[src/rtl/dacreg_pkg.sv]
package dacreg_pkg;

  typedef enum logic [2:0] {
    OP_EXT      = 3'b000,
    OP_LD_A     = 3'b001,
    OP_LD_A_UPD = 3'b010,
    OP_LD_ALL   = 3'b011,
    OP_UPD_ALL  = 3'b100,
    OP_LD_B     = 3'b101,
    OP_LD_B_UPD = 3'b110,
    OP_SHUT_AB  = 3'b111
  } op_e;

  typedef enum logic [2:0] {
    XC_NONE0   = 3'b000,
    XC_UPD_A   = 3'b001,
    XC_NONE2   = 3'b010,
    XC_FULL_PD = 3'b011,
    XC_MODE    = 3'b100,
    XC_UPD_B   = 3'b101,
    XC_SHUT_A  = 3'b110,
    XC_SHUT_B  = 3'b111
  } xcode_e;

  // one decoded action, bit 0 of each pair is channel A
  typedef struct packed {
    logic [1:0] wr_stage;
    logic [1:0] copy_live;
    logic [1:0] shut;
    logic [1:0] imp;
    logic       full_pd;
    logic       mode_set;
    logic       mode_val;
  } act_t;

endpackage

[src/rtl/dacreg_sync.sv]
module dacreg_sync #(
  parameter int          WIDTH   = 2,
  parameter int          STAGES  = 2,
  parameter logic [WIDTH-1:0] IDLE = '1
) (
  input  logic             clk,
  input  logic             rst_n,
  input  logic [WIDTH-1:0] async_i,
  output logic [WIDTH-1:0] sync_o
);

  logic [WIDTH-1:0] chain_q [STAGES];

  generate
    for (genvar s = 0; s < STAGES; s++) begin : g_stage
      if (s == 0) begin : g_first
        always_ff @(posedge clk) begin
          if (!rst_n) chain_q[s] <= IDLE;
          else        chain_q[s] <= async_i;
        end
      end else begin : g_next
        always_ff @(posedge clk) begin
          if (!rst_n) chain_q[s] <= IDLE;
          else        chain_q[s] <= chain_q[s-1];
        end
      end
    end
  endgenerate

  assign sync_o = chain_q[STAGES-1];

endmodule

[src/rtl/dacreg_decode.sv]
module dacreg_decode
  import dacreg_pkg::*;
#(
  parameter int DW = 12,
  localparam int WW = DW + 4
) (
  input  logic [WW-1:0] word_i,
  input  logic          en_i,
  output act_t          act_o
);

  op_e    op;
  xcode_e xc;
  logic   sub_bit;
  logic   bit_hi, bit_nx, bit_x8, bit_x7;

  assign op      = op_e'(word_i[WW-1 -: 3]);
  assign xc      = xcode_e'(word_i[DW -: 3]);
  assign sub_bit = word_i[0];
  assign bit_hi  = word_i[DW];
  assign bit_nx  = word_i[DW-1];
  assign bit_x8  = word_i[DW-3];
  assign bit_x7  = word_i[DW-4];

  always_comb begin
    act_o = '0;
    if (en_i && !sub_bit) begin
      unique case (op)
        OP_LD_A:     act_o.wr_stage = 2'b01;
        OP_LD_B:     act_o.wr_stage = 2'b10;
        OP_LD_A_UPD: begin
          act_o.wr_stage  = 2'b01;
          act_o.copy_live = 2'b11;
        end
        OP_LD_B_UPD: begin
          act_o.wr_stage  = 2'b10;
          act_o.copy_live = 2'b11;
        end
        OP_LD_ALL: begin
          act_o.wr_stage  = 2'b11;
          act_o.copy_live = 2'b11;
        end
        OP_UPD_ALL:  act_o.copy_live = 2'b11;
        OP_SHUT_AB: begin
          act_o.shut = 2'b11;
          act_o.imp  = {bit_nx, bit_hi};
        end
        OP_EXT: begin
          unique case (xc)
            XC_UPD_A: act_o.copy_live = 2'b01;
            XC_UPD_B: act_o.copy_live = 2'b10;
            XC_MODE: begin
              act_o.mode_set = 1'b1;
              act_o.mode_val = bit_x8;
            end
            XC_SHUT_A: begin
              act_o.shut = 2'b01;
              act_o.imp  = {1'b0, bit_x8};
            end
            XC_SHUT_B: begin
              act_o.shut = 2'b10;
              act_o.imp  = {bit_x8, 1'b0};
            end
            XC_FULL_PD: begin
              act_o.full_pd = 1'b1;
              act_o.shut    = 2'b11;
              act_o.imp     = {bit_x7, bit_x8};
            end
            default: act_o = '0;
          endcase
        end
        default: act_o = '0;
      endcase
    end
  end

endmodule

[src/rtl/dacreg_chan.sv]
module dacreg_chan #(
  parameter int DW = 12
) (
  input  logic          clk,
  input  logic          rst_n,
  input  logic          clr_i,
  input  logic [DW-1:0] rst_val_i,
  input  logic          wr_i,
  input  logic [DW-1:0] data_i,
  input  logic          copy_i,
  output logic [DW-1:0] live_o
);

  logic [DW-1:0] stage_q, stage_d, live_q;

  assign stage_d = wr_i ? data_i : stage_q;

  always_ff @(posedge clk) begin
    if (!rst_n || clr_i) begin
      stage_q <= rst_val_i;
      live_q  <= rst_val_i;
    end else begin
      stage_q <= stage_d;
      if (copy_i) live_q <= stage_d;
    end
  end

  assign live_o = live_q;

endmodule

[src/rtl/dacreg_cmd_top.sv]
module dacreg_cmd_top
  import dacreg_pkg::*;
#(
  parameter int DW          = 12,
  parameter int SYNC_STAGES = 2
) (
  input  logic          clk,
  input  logic          rst_n,
  input  logic          cmd_valid,
  output logic          cmd_ready,
  input  logic [DW+3:0] cmd_word,
  input  logic          load_n,
  input  logic          clear_n,
  input  logic          mid_sel,
  output logic [DW-1:0] out_a,
  output logic [DW-1:0] out_b,
  output logic          dout_mode,
  output logic [1:0]    pwr_shut,
  output logic [1:0]    pwr_imp,
  output logic          pwr_full_pd,
  output logic [1:0]    pwr_wake
);

  localparam int NCH = 2;
  localparam logic [DW-1:0] MID_CODE = {1'b1, {(DW-1){1'b0}}};

  logic [1:0]    pins_s;
  logic          load_act, clr_act, accept;
  logic [DW-1:0] rst_val;
  logic [DW-1:0] live [NCH];
  act_t          act;

  dacreg_sync #(.WIDTH(2), .STAGES(SYNC_STAGES), .IDLE(2'b11)) pin_sync_i (
    .clk     (clk),
    .rst_n   (rst_n),
    .async_i ({load_n, clear_n}),
    .sync_o  (pins_s)
  );

  assign load_act  = ~pins_s[1];
  assign clr_act   = ~pins_s[0];
  assign cmd_ready = rst_n & ~clr_act;
  assign accept    = cmd_valid & cmd_ready;
  assign rst_val   = mid_sel ? MID_CODE : '0;

  dacreg_decode #(.DW(DW)) dec_i (
    .word_i (cmd_word),
    .en_i   (accept),
    .act_o  (act)
  );

  generate
    for (genvar c = 0; c < NCH; c++) begin : g_chan
      dacreg_chan #(.DW(DW)) chan_i (
        .clk       (clk),
        .rst_n     (rst_n),
        .clr_i     (clr_act),
        .rst_val_i (rst_val),
        .wr_i      (act.wr_stage[c]),
        .data_i    (cmd_word[DW:1]),
        .copy_i    (act.copy_live[c] | load_act),
        .live_o    (live[c])
      );
    end
  endgenerate

  assign out_a = live[0];
  assign out_b = live[1];

  always_ff @(posedge clk) begin
    if (!rst_n) begin
      pwr_shut    <= '0;
      pwr_imp     <= '0;
      pwr_full_pd <= 1'b0;
      pwr_wake    <= '0;
      dout_mode   <= 1'b0;
    end else begin
      pwr_shut    <= act.shut;
      pwr_imp     <= act.imp;
      pwr_full_pd <= act.full_pd;
      pwr_wake    <= act.copy_live;
      if (act.mode_set) dout_mode <= act.mode_val;
    end
  end

endmodule

[config.mk]
export PLATFORM = sky130hd
export DESIGN_NAME = dacreg_cmd_top
export DESIGN_NICKNAME = d
export VERILOG_FILES = /design/src/rtl/dacreg_pkg.sv /design/src/rtl/dacreg_sync.sv /design/src/rtl/dacreg_decode.sv /design/src/rtl/dacreg_chan.sv /design/src/rtl/dacreg_cmd_top.sv
export SDC_FILE = /design/constraint.sdc
export NUM_CORES = 1
export LEC_CHECK = 0
export BUFFER_PORTS_ARGS = -buffer_cell sky130_fd_sc_hd__buf_4
export CORE_UTILIZATION = 51
export CTS_BUF_LIST = sky130_fd_sc_hd__clkbuf_8 sky130_fd_sc_hd__clkbuf_16
export CTS_CLUSTER_SIZE = 10
export DETAILED_ROUTE_END_ITERATION = 6
export PLACE_DENSITY_LB_ADDON = 0.1
export SLEW_MARGIN = 40
export SYNTH_ARGS = -nofsm -noshare
export SYNTH_HDL_FRONTEND = slang
export SYNTH_SLANG_ARGS = --single-unit
[constraint.sdc]
create_clock -name clk -period 2.1 [get_ports clk]
set_input_delay 0.315 -clock clk [delete_from_list [all_inputs] [get_ports clk]]
set_output_delay 0.315 -clock clk [all_outputs]
set_load 0.005 [all_outputs]
==> reports/metrics.csv, run 1 <==
metric;value;unit
status;finished clean;
Worst path max stage delay;0.38;ns
CP max-delay cell;dfxtp_1;
required time worst endpoint;2.18;ns
worst-path fanout max;12;
syn avg cell area;13.3;sq um
CTS tree;yes;
Port Buffer Count;54;
Switching Share;0.211;
drt first pass iters;4;
critical path cell sequence;nand4b_4, a211oi_4, buf_4, mux2i_1, nor2_1;
vias in the first global route;1393;
wire per inst;15.0;microns
GRT overflow;0;
Post-synth top flop;dfxtp_1;
largest net degree at the start of global routing;14;
Slew Viols, Final;0;
final hold vios;0;
leakage dissipation;1.14;nW
final critical-path share of the clock period;0.798;
initial antenna violation count;0;
Yosys warnings;0;
synth unique cells;33;
Final #Nets;245;
vias;1396;
Final min period;1.68;ns
commonest cells in the netlist;dfxtp_1 (36), nor2_1 (26), edfxtp_1 (24), mux2i_1 (24), a21oi_1 (6);
hold_buf cts;0;
crit path launch type;flip-flop;
CP endpoint kind;flip-flop;
Area Growth Syn to Fin;29.7;%
Vias/cell;5.02;
Die H;67.0;microns
PD cells;875;nW/um^2
power share of the clock group;0.393;
diode count;0;
CTS buffer count;9;
Tot GR Track Use;0.215;
kind of critical path;reg2reg;
Sw Pwr;0.515;mW
row cnt;23;
DP HPWL;2.93;mm
delay-heaviest family, CP;flip-flops;
Top Ports;55;
Initial Util;0.534;
Synth Net Count;184;
Max-slew headroom;0.714;
asr flop ratio synth;0;
share of layout cells above drive strength 1;0.342;
Sequential Power Share;0.523;
Post-Syn Area;2150;sq um
combinational share of power;0.084;
clock skew;0.00814;ns
global-route wire length before repair;6.49;mm
VDD IR max;0.556;mV
register area share after synthesis;0.669;
DRT antenna net count;0;
Clock Latency Late Sink;0.33;ns
area leader, netlist;dfxtp_1;
Worst Tran Pin Value;0.427;ns
Worst-path clk slew;0.06;ns
gp weighted congestion;0.751;
maximum clock rate;597;MHz
class of the worst hold path;in2reg;
die area;4490;sq um
H-Tree Level Count;3;
cells taking the most area after synthesis;dfxtp_1 (33%), edfxtp_1 (33%), mux2i_1 (11%), nor2_1 (4.5%), a21oi_1 (1.4%);
most frequent cell after synthesis;dfxtp_1;
die width;67.0;microns
Critical Path AT;1.76;ns
residual DRC count;0;
FF+latch count, synth;60;
Buf/Inv on CP;1;
PostCTS Resize Cnt;0;
RSZ-0062 raised after global routing;no;
Iter 0 DRT Violations;90;
instance count of the mapped netlist;162;
Placeable Area;4030;sq um
# Post-CTS Setup Buffers;0;
Clock Sinks;60;
# setup viols final;0;
Max-Cap Viols;0;
DRT Wirelength;4.18;mm
post-synth top area share;0.335;
Clock Tree Buf Depth;2;
CTS root buf;clkbuf_8;
Int Pwr;1.93;mW
EDFF count, synth;24;
setup TNS;0;ns
Design Power;2.44;mW
-- final timing paths --
kind / start / endpoint / slack (ns) / cells past startpoint
worst max register to register: pin_sync_i.chain_q[1][0] / g_chan[1].chan_i.live_o[1] / 0.42 / 5
worst min register to register: pin_sync_i.chain_q[0][1] / pin_sync_i.chain_q[1][1] / 0.40 / 1
worst max-delay path: pin_sync_i.chain_q[1][0] / g_chan[1].chan_i.live_o[1] / 0.42 / 5
worst min-delay path: load_n / pin_sync_i.chain_q[0][1] / 0.16 / 2
-- cells by family after synthesis --
kind of cell,Yosys count,synth area share
flip-flops,60,0.669
AO/OA/AOI/OAI,13,0.0459
multiplexers,25,0.117
XOR/XNOR,1,0.00407
AND/OR/NAND/NOR,51,0.132
buffers and inverters,12,0.0320
-- power by group through the flow --
stage / Clock, mW / Combinational (mW) / Sequential (mW)
after floorplan: 0 / 0.0867 / 1.31
after global placement: 0 / 0.200 / 1.30
after detailed placement: 0 / 0.205 / 1.30
after CTS: 0.981 / 0.207 / 1.28
after global routing: 1.05 / 0.222 / 1.28
final: 0.960 / 0.205 / 1.28
-- worst register-to-register path, stage by stage, from the launching register on --
cell      delay, ns
dfxtp_1        0.38
nand4b_4       0.20
a211oi_4       0.26
buf_4          0.28
mux2i_1        0.24
nor2_1         0.07
-- registers in the layout, indices dropped and copies added, names as in the netlist --
name,flops
pwr_full_pd,1
pin_sync_i.chain_q,4
g_chan.chan_i.live_o,24
pwr_wake,2
g_chan.chan_i.stage_q,24
dout_mode,1
pwr_imp,2
pwr_shut,2
-- final cells by class --
cell class,instances,area (sq um)
clock buffers,10,138
repair buffers,60,450
clock inverters,6,50.0
inverters,2,7.51
flip-flops and latches,60,1440
multi-input cells,90,643
fillers,314,1240
well taps,50,62.6
-- layer usage --
layer / routed length [microns] / GRT usage / vias to the layer above
met5: 0 / 0 / -
met4: 76 / 0.106 / 0
met3: 230 / 0.0976 / 6
met2: 2160 / 0.348 / 43
met1: 1720 / 0.236 / 653
li1: - / - / 694
-- placed cells by master (no fill, tap or decap), drive strengths merged --
cell type,netlist,routed
nand4b,1,1
o21bai,1,1
a21bo,1,1
inv,2,5
a31oi,1,1
buf,5,60
nand4,3,3
nor3b,2,2
a221o,1,1
clkinv,0,2
nand2b,2,2
a21oi,6,6
nor2b,1,1
dfxtp,36,36
nand3b,2,2
nor2,26,26
xor2,1,1
mux2,1,1
mux2i,24,24
edfxtp,24,24
o21a,1,1
nor3,3,3
and4b,1,1
a211oi,1,1
clkbuf,5,10
nand2,3,3
or2b,3,3
bufinv,0,1
nand3,4,4
o211ai,1,1
-- metrics by stage --
| step | hold slack (ns) | instance area [sq um] | util | cells | setup slack, ns |
|---|---|---|---|---|---|
| 6_report | 0.164 | 2790 | 0.693 | 278 | 0.425 |
| 5_1_grt | 0.141 | 2790 | 0.693 | 278 | 0.295 |
| 4_1_cts | 0.153 | 2790 | 0.693 | 278 | 0.420 |
| 3_5_place_dp | 0.395 | 2610 | 0.647 | 262 | 0.311 |
| 3_3_place_gp | 0.390 | 2610 | 0.647 | 262 | 0.371 |
| 2_1_floorplan | 0.385 | 2150 | - | 162 | 0.182 |
(Power assumes the default switching activity.)
==> run 2, diff against run 1 <==
- ABC_AREA: default -> 1
- CORE_UTILIZATION: 51 -> 52
- clock period: 2.1 -> 1.65 ns (I/O delays scaled with it)
==> run 2 against run 1 <==
Register-to-register slack worse by 0.24 ns. Global-route usage is 0.20 points lower. Cell count is 17% higher. Critical endpoint is now g_chan[1].chan_i.live_o[5].
==> reports/metrics.csv, run 2 <==
metric;value;unit;change
status;finished clean;;unchanged
wire per inst;12.9;microns;was 15.0 microns
final hold slack;0.0917;ns;was 0.164 ns
die area;4470;sq um;was 4490 sq um
setup TNS;0;ns;unchanged
CP endpoint kind;flip-flop;;unchanged
synth unique cells;24;;was 33
CP max-delay cell;dfxtp_1;;unchanged
Reg2Reg Launch Point;pin_sync_i.chain_q[1][0];;unchanged
Final min period;1.47;ns;was 1.68 ns
largest net degree at the start of global routing;19;;was 14
Yosys warnings;0;;unchanged
Max-Cap Viols;0;;unchanged
most frequent cell after synthesis;nor2_1;;was dfxtp_1
RSZ-0062 raised after global routing;no;;unchanged
Placed Area;2660;sq um;was 2610 sq um
DP HPWL;3.01;mm;was 2.93 mm
Worst path max stage delay;0.33;ns;was 0.38 ns
Synth Net Count;232;;was 184
gp weighted congestion;0.891;;was 0.751
Final #Nets;293;;was 245
Design Power;2.99;mW;was 2.44 mW
Tot GR Track Use;0.213;;was 0.215
post-synth top area share;0.330;;was 0.335
Iter 0 DRT Violations;105;;was 90
instance count of the mapped netlist;210;;was 162
Placeable Area;4030;sq um;unchanged
required time worst endpoint;1.73;ns;was 2.18 ns
EDFF count, synth;24;;unchanged
drt first pass iters;5;;was 4
class of the worst hold path;in2reg;;unchanged
CTS tree;yes;;unchanged
maximum clock rate;681;MHz;was 597 MHz
final core area utilization;0.700;;was 0.693
commonest cells in the netlist;nor2_1 (52), dfxtp_1 (36), edfxtp_1 (24), nand2_1 (24), inv_1 (14);;was dfxtp_1 (36), nor2_1 (26), edfxtp_1 (24), mux2i_1 (24), a21oi_1 (6)
global-route wire length before repair;6.56;mm;was 6.49 mm
Slew Viols, Final;0;;unchanged
initial antenna violation count;0;;unchanged
# setup viols final;0;;unchanged
residual DRC count;0;;unchanged
final critical-path share of the clock period;0.890;;was 0.798
Clock Latency Late Sink;0.32;ns;was 0.33 ns
commonest non-fill, non-tap cell in the layout;buf_4;;unchanged
worst setup margin;0.181;ns;was 0.425 ns
Setup crit start;pin_sync_i.chain_q[1][0];;unchanged
# Post-CTS Setup Buffers;0;;unchanged
Top Ports;55;;unchanged
pre-CTS setup slack;0.126;ns;was 0.311 ns
syn avg cell area;10.4;sq um;was 13.3 sq um
share of layout cells above drive strength 1;0.337;;was 0.342
area leader, netlist;dfxtp_1;;unchanged
Vias/cell;4.80;;was 5.02
Port Buffer Count;54;;unchanged
Critical Path AT;1.55;ns;was 1.76 ns
PD cells;1060;nW/um^2;was 875 nW/um^2
cells taking the most area after synthesis;dfxtp_1 (33%), edfxtp_1 (33%), nor2_1 (8.9%), o21bai_2 (5.2%), nand2_1 (4.1%);;was dfxtp_1 (33%), edfxtp_1 (33%), mux2i_1 (11%), nor2_1 (4.5%), a21oi_1 (1.4%)
DRT Wirelength;4.20;mm;was 4.18 mm
clock skew;0.00495;ns;was 0.00814 ns
GRT overflow;0;;unchanged
hold_sp;clear_n;;was load_n
CTS root buf;clkbuf_8;;unchanged
register area share after synthesis;0.659;;was 0.669
placed cells;310;;was 262
Worst Tran Pin Value;0.297;ns;was 0.427 ns
hold_buf cts;0;;unchanged
Clock Tree Buf Depth;2;;unchanged
worst-path fanout max;18;;was 12
Worst-path clk slew;0.06;ns;about the same
VDD IR max;0.614;mV;was 0.556 mV
most frequent cells in the layout;buf_4 (56), nor2_1 (52), dfxtp_1 (36);;was buf_4 (60), dfxtp_1 (36), nor2_1 (26)
die width;66.8;microns;was 67.0 microns
crit path launch type;flip-flop;;unchanged
final instance area;2820;sq um;was 2790 sq um
vias;1564;;was 1396
asr flop ratio synth;0;;unchanged
vias in the first global route;1400;;was 1393
leakage dissipation;1.28;nW;was 1.14 nW
most frequent CP cell;nand2_2;;
FF+latch count, synth;60;;unchanged
DRT antenna net count;0;;unchanged
Layout Cells excl Fill;326;;was 278
CTS buffer count;9;;unchanged
kind of critical path;reg2reg;;unchanged
critical path cell sequence;nand2_2, clkinv_4, nand2_4, nor2_4, nand2_2, buf_4, o21bai_1, nor2_1;;was nand4b_4, a211oi_4, buf_4, mux2i_1, nor2_1
Die H;66.8;microns;was 67.0 microns
Clock Sinks;60;;unchanged
final hold vios;0;;unchanged
Initial Util;0.543;;was 0.534
H-Tree Level Count;3;;unchanged
PostCTS Resize Cnt;0;;unchanged
fill count;323;;was 314
Max-slew headroom;0.802;;was 0.714
Area Growth Syn to Fin;29.0;%;was 29.7%
Post-synth top flop;dfxtp_1;;unchanged
row cnt;23;;unchanged
Post-Syn Area;2190;sq um;was 2150 sq um
diode count;0;;unchanged
==> run 2: cell types whose count changed after synthesis, moves of 9 or more <==
cell      before  now
nor2_1        26   52
nand2_1        3   24
o21ai_0        0    9
inv_1          2   14
mux2i_1       24    1
o21bai_2       0   10
==> run 2: final timing paths <==
| kind | cells past startpoint | end | slack [ns] |
|---|---|---|---|
| setup reg to reg | 8 | g_chan[1].chan_i.live_o[5] | 0.18 |
| hold reg to reg | 2 | pin_sync_i.chain_q[1][1] | 0.40 |
| setup / recovery | 8 | g_chan[1].chan_i.live_o[5] | 0.18 |
| hold / removal | 3 | pin_sync_i.chain_q[0][0] | 0.09 |
==> run 2: cells by family after synthesis <==
| group | synth area share |
|---|---|
| multiplexers | 0.00458 |
| AO/OA/AOI/OAI | 0.0927 |
| flip-flops | 0.659 |
| AND/OR/NAND/NOR | 0.188 |
| buffers and inverters | 0.0549 |
==> run 2: critical path, delay by kind of cell (launching register included) <==
family	cells	cell delay [ns]
buffers and inverters	2	0.33
flip-flops	1	0.33
AND/OR/NAND/NOR	5	0.40
AO/OA/AOI/OAI	1	0.15
==> run 2: metal layers <==
| layer | vias up | global-route usage | wire length [microns] | share of wire |
|---|---|---|---|---|
| met5 | - | 0 | 0 | 0 |
| met4 | 0 | 0.0851 | 52 | 0.012 |
| met1 | 706 | 0.262 | 1900 | 0.45 |
| li1 | 801 | - | - | - |
| met2 | 51 | 0.330 | 2030 | 0.48 |
| met3 | 6 | 0.0873 | 220 | 0.052 |
==> run 2: power breakdown <==
| group | total (mW) | internal, mW | switching [mW] |
|---|---|---|---|
| registers | 1.64 | 1.62 | 0.0223 |
| clock network | 1.04 | 0.521 | 0.522 |
| logic | 0.307 | 0.157 | 0.150 |
| total | 2.99 | 2.30 | 0.695 |
==> run 2: area by class of cell <==
class / instances / area, sq um / area share
clock buffers: 9 / 124 / 0.0439
clock inverters: 7 / 35.0 / 0.0124
inverters: 18 / 72.6 / 0.0257
multi-input cells: 124 / 624 / 0.221
flip-flops and latches: 60 / 1440 / 0.511
well taps: 50 / 62.6 / 0.0222
repair buffers: 58 / 460 / 0.163
==> run 3, diff against run 2 <==
- clock period: 1.65 -> 1.4 ns (I/O delays scaled with it)
==> run 3 against run 2 <==
Maximum frequency is 9.6% higher. Via count grew 4.7%. Power rose by 31%. Sequential power is 18% higher. Hold slack got worse by 0.049 ns. Critical path type unchanged. Largest power group unchanged. Highest routed layer unchanged.
==> reports/metrics.csv, run 3 (synthesis results as in run 2) <==
metric;value;unit;change
row cnt;23;;unchanged
diode count;0;;unchanged
Switching Share;0.216;;was 0.232
Clock Tree Buf Depth;2;;unchanged
worst-path fanout max;6;;was 18
final critical-path share of the clock period;0.957;;was 0.890
Tot GR Track Use;0.221;;was 0.213
status;finished clean;;unchanged
power share of the clock group;0.405;;was 0.348
placed cells;320;;was 310
Die H;66.8;microns;unchanged
final hold vios;0;;unchanged
leakage dissipation;1.38;nW;was 1.28 nW
critical path cell sequence;nand2_4, clkinv_4, nand2_4, nor2_4, nand2_4, buf_12, o21bai_1, nor2_1;;was nand2_2, clkinv_4, nand2_4, nor2_4, nand2_2, buf_4, o21bai_1, nor2_1
Placeable Area;4030;sq um;unchanged
vias;1638;;was 1564
RSZ-0062 raised after global routing;yes;;was no
DRT Wirelength;4.42;mm;was 4.20 mm
DP HPWL;3.05;mm;was 3.01 mm
H-Tree Level Count;3;;unchanged
Top Ports;55;;unchanged
kind of critical path;reg2reg;;unchanged
Worst-path clk slew;0.07;ns;was 0.06 ns
Initial Util;0.543;;unchanged
commonest non-fill, non-tap cell in the layout;buf_4;;unchanged
final core area utilization;0.742;;was 0.700
GRT overflow;0;;unchanged
CTS tree;yes;;unchanged
Int Pwr;3.07;mW;was 2.30 mW
Final min period;1.34;ns;was 1.47 ns
vias in the first global route;1443;;was 1400
Clock Latency Late Sink;0.34;ns;was 0.32 ns
Layout Cells excl Fill;338;;was 326
Max-Cap Viols;0;;unchanged
Vias/cell;4.85;;was 4.80
Sw Pwr;0.845;mW;was 0.695 mW
Slew Viols, Final;0;;unchanged
most frequent CP cell;nand2_4;;was nand2_2
Design Power;3.92;mW;was 2.99 mW
final instance area;2990;sq um;was 2820 sq um
share of layout cells above drive strength 1;0.365;;was 0.337
Port Buffer Count;54;;unchanged
Worst Tran Pin Value;0.291;ns;was 0.297 ns
clock skew;0.00596;ns;was 0.00495 ns
combinational share of power;0.100;;was 0.103
register area;1440;sq um;about the same
required time worst endpoint;1.50;ns;was 1.73 ns
largest net degree at the start of global routing;14;;was 19
residual DRC count;0;;unchanged
class of the worst hold path;in2reg;;unchanged
Iter 0 DRT Violations;113;;was 105
Max-slew headroom;0.806;;was 0.802
Placed Area;2750;sq um;was 2660 sq um
crit path launch type;flip-flop;;unchanged
Final #Nets;305;;was 293
wire per inst;13.1;microns;was 12.9 microns
fill count;307;;was 323
die area;4470;sq um;unchanged
Sequential Power Share;0.495;;was 0.549
CTS root buf;clkbuf_8;;unchanged
hold_buf cts;0;;unchanged
global-route wire length before repair;6.76;mm;was 6.56 mm
die width;66.8;microns;unchanged
DRT antenna net count;0;;unchanged
PD cells;1310;nW/um^2;was 1060 nW/um^2
CP endpoint kind;flip-flop;;unchanged
Worst R2R Setup Slack;0.06;ns;was 0.18 ns
Clock Sinks;60;;unchanged
Worst path max stage delay;0.34;ns;was 0.33 ns
most frequent cells in the layout;buf_4 (67), nor2_1 (51), dfxtp_1 (35);;was buf_4 (56), nor2_1 (52), dfxtp_1 (36)
gp weighted congestion;0.842;;was 0.891
CTS buffer count;9;;unchanged
Area Growth Syn to Fin;36.7;%;was 29.0%
drt first pass iters;4;;was 5
initial antenna violation count;0;;unchanged
# setup viols final;0;;unchanged
VDD IR max;0.804;mV;was 0.614 mV
maximum clock rate;746;MHz;was 681 MHz
Critical Path AT;1.44;ns;was 1.55 ns
Multi-input gate area;637;sq um;was 624 sq um
CP max-delay cell;dfxtp_2;;was dfxtp_1
[run 3: worst paths after layout]
path,startpoint,to,depth (start not counted)
worst max-delay path,pin_sync_i.chain_q[1][0],g_chan[1].chan_i.live_o[5],8
worst min-delay path,load_n,pin_sync_i.chain_q[0][1],3
worst max register to register,pin_sync_i.chain_q[1][0],g_chan[1].chan_i.live_o[5],8
worst min register to register,pin_sync_i.chain_q[0][1],pin_sync_i.chain_q[1][1],2
[run 3: timing repair]
item	CTS	global route
setup buffers	0	2
endpoints found under the setup margin	0	12
resized for setup	0	5
hold endpoints to repair	0	0
[run 3: layer usage]
| metal | routed length [microns] | GRT usage | vias to the layer above | part of all wire |
|---|---|---|---|---|
| met5 | 0 | 0 | - | 0 |
| met4 | 65 | 0.104 | 0 | 0.015 |
| met3 | 273 | 0.103 | 7 | 0.062 |
| met2 | 2140 | 0.335 | 59 | 0.48 |
| met1 | 1940 | 0.263 | 743 | 0.44 |
| li1 | - | - | 829 | - |
[run 3: layout make-up]
cell class / instances / area share
clock buffers: 11 / 0.0544
clock inverters: 5 / 0.0151
inverters: 18 / 0.0251
multi-input cells: 124 / 0.213
flip-flops and latches: 60 / 0.483
well taps: 50 / 0.0209
repair buffers: 70 / 0.188
[run 3: worst max-delay path: cells and delay by family, from the launching register on]
| kind | cells | cell delay (ns) |
|---|---|---|
| AND/OR/NAND/NOR | 5 | 0.42 |
| buffers and inverters | 2 | 0.22 |
| flip-flops | 1 | 0.34 |
| AO/OA/AOI/OAI | 1 | 0.12 |
[run 3: power by group through the flow]
stage / Sequential (mW) / Combinational [mW] / Clock (mW)
2_1_floorplan: 1.98 / 0.152 / 0
3_3_place_gp: 1.97 / 0.378 / 0
3_5_place_dp: 1.97 / 0.384 / 0
4_1_cts: 1.94 / 0.387 / 1.63
5_1_grt: 1.94 / 0.433 / 1.71
6_report: 1.94 / 0.393 / 1.59
[run 3: stage by stage]
stage	setup TNS, ns	setup slack, ns	hold slack [ns]
2_1_floorplan	-1.05	-0.0437	0.279
3_5_place_dp	-0.115	-0.0258	0.387
6_report	0	0.0598	0.0424
3_3_place_gp	0	0.00511	0.382
5_1_grt	-0.0627	-0.0212	0.0348
4_1_cts	0	0.0233	0.0255
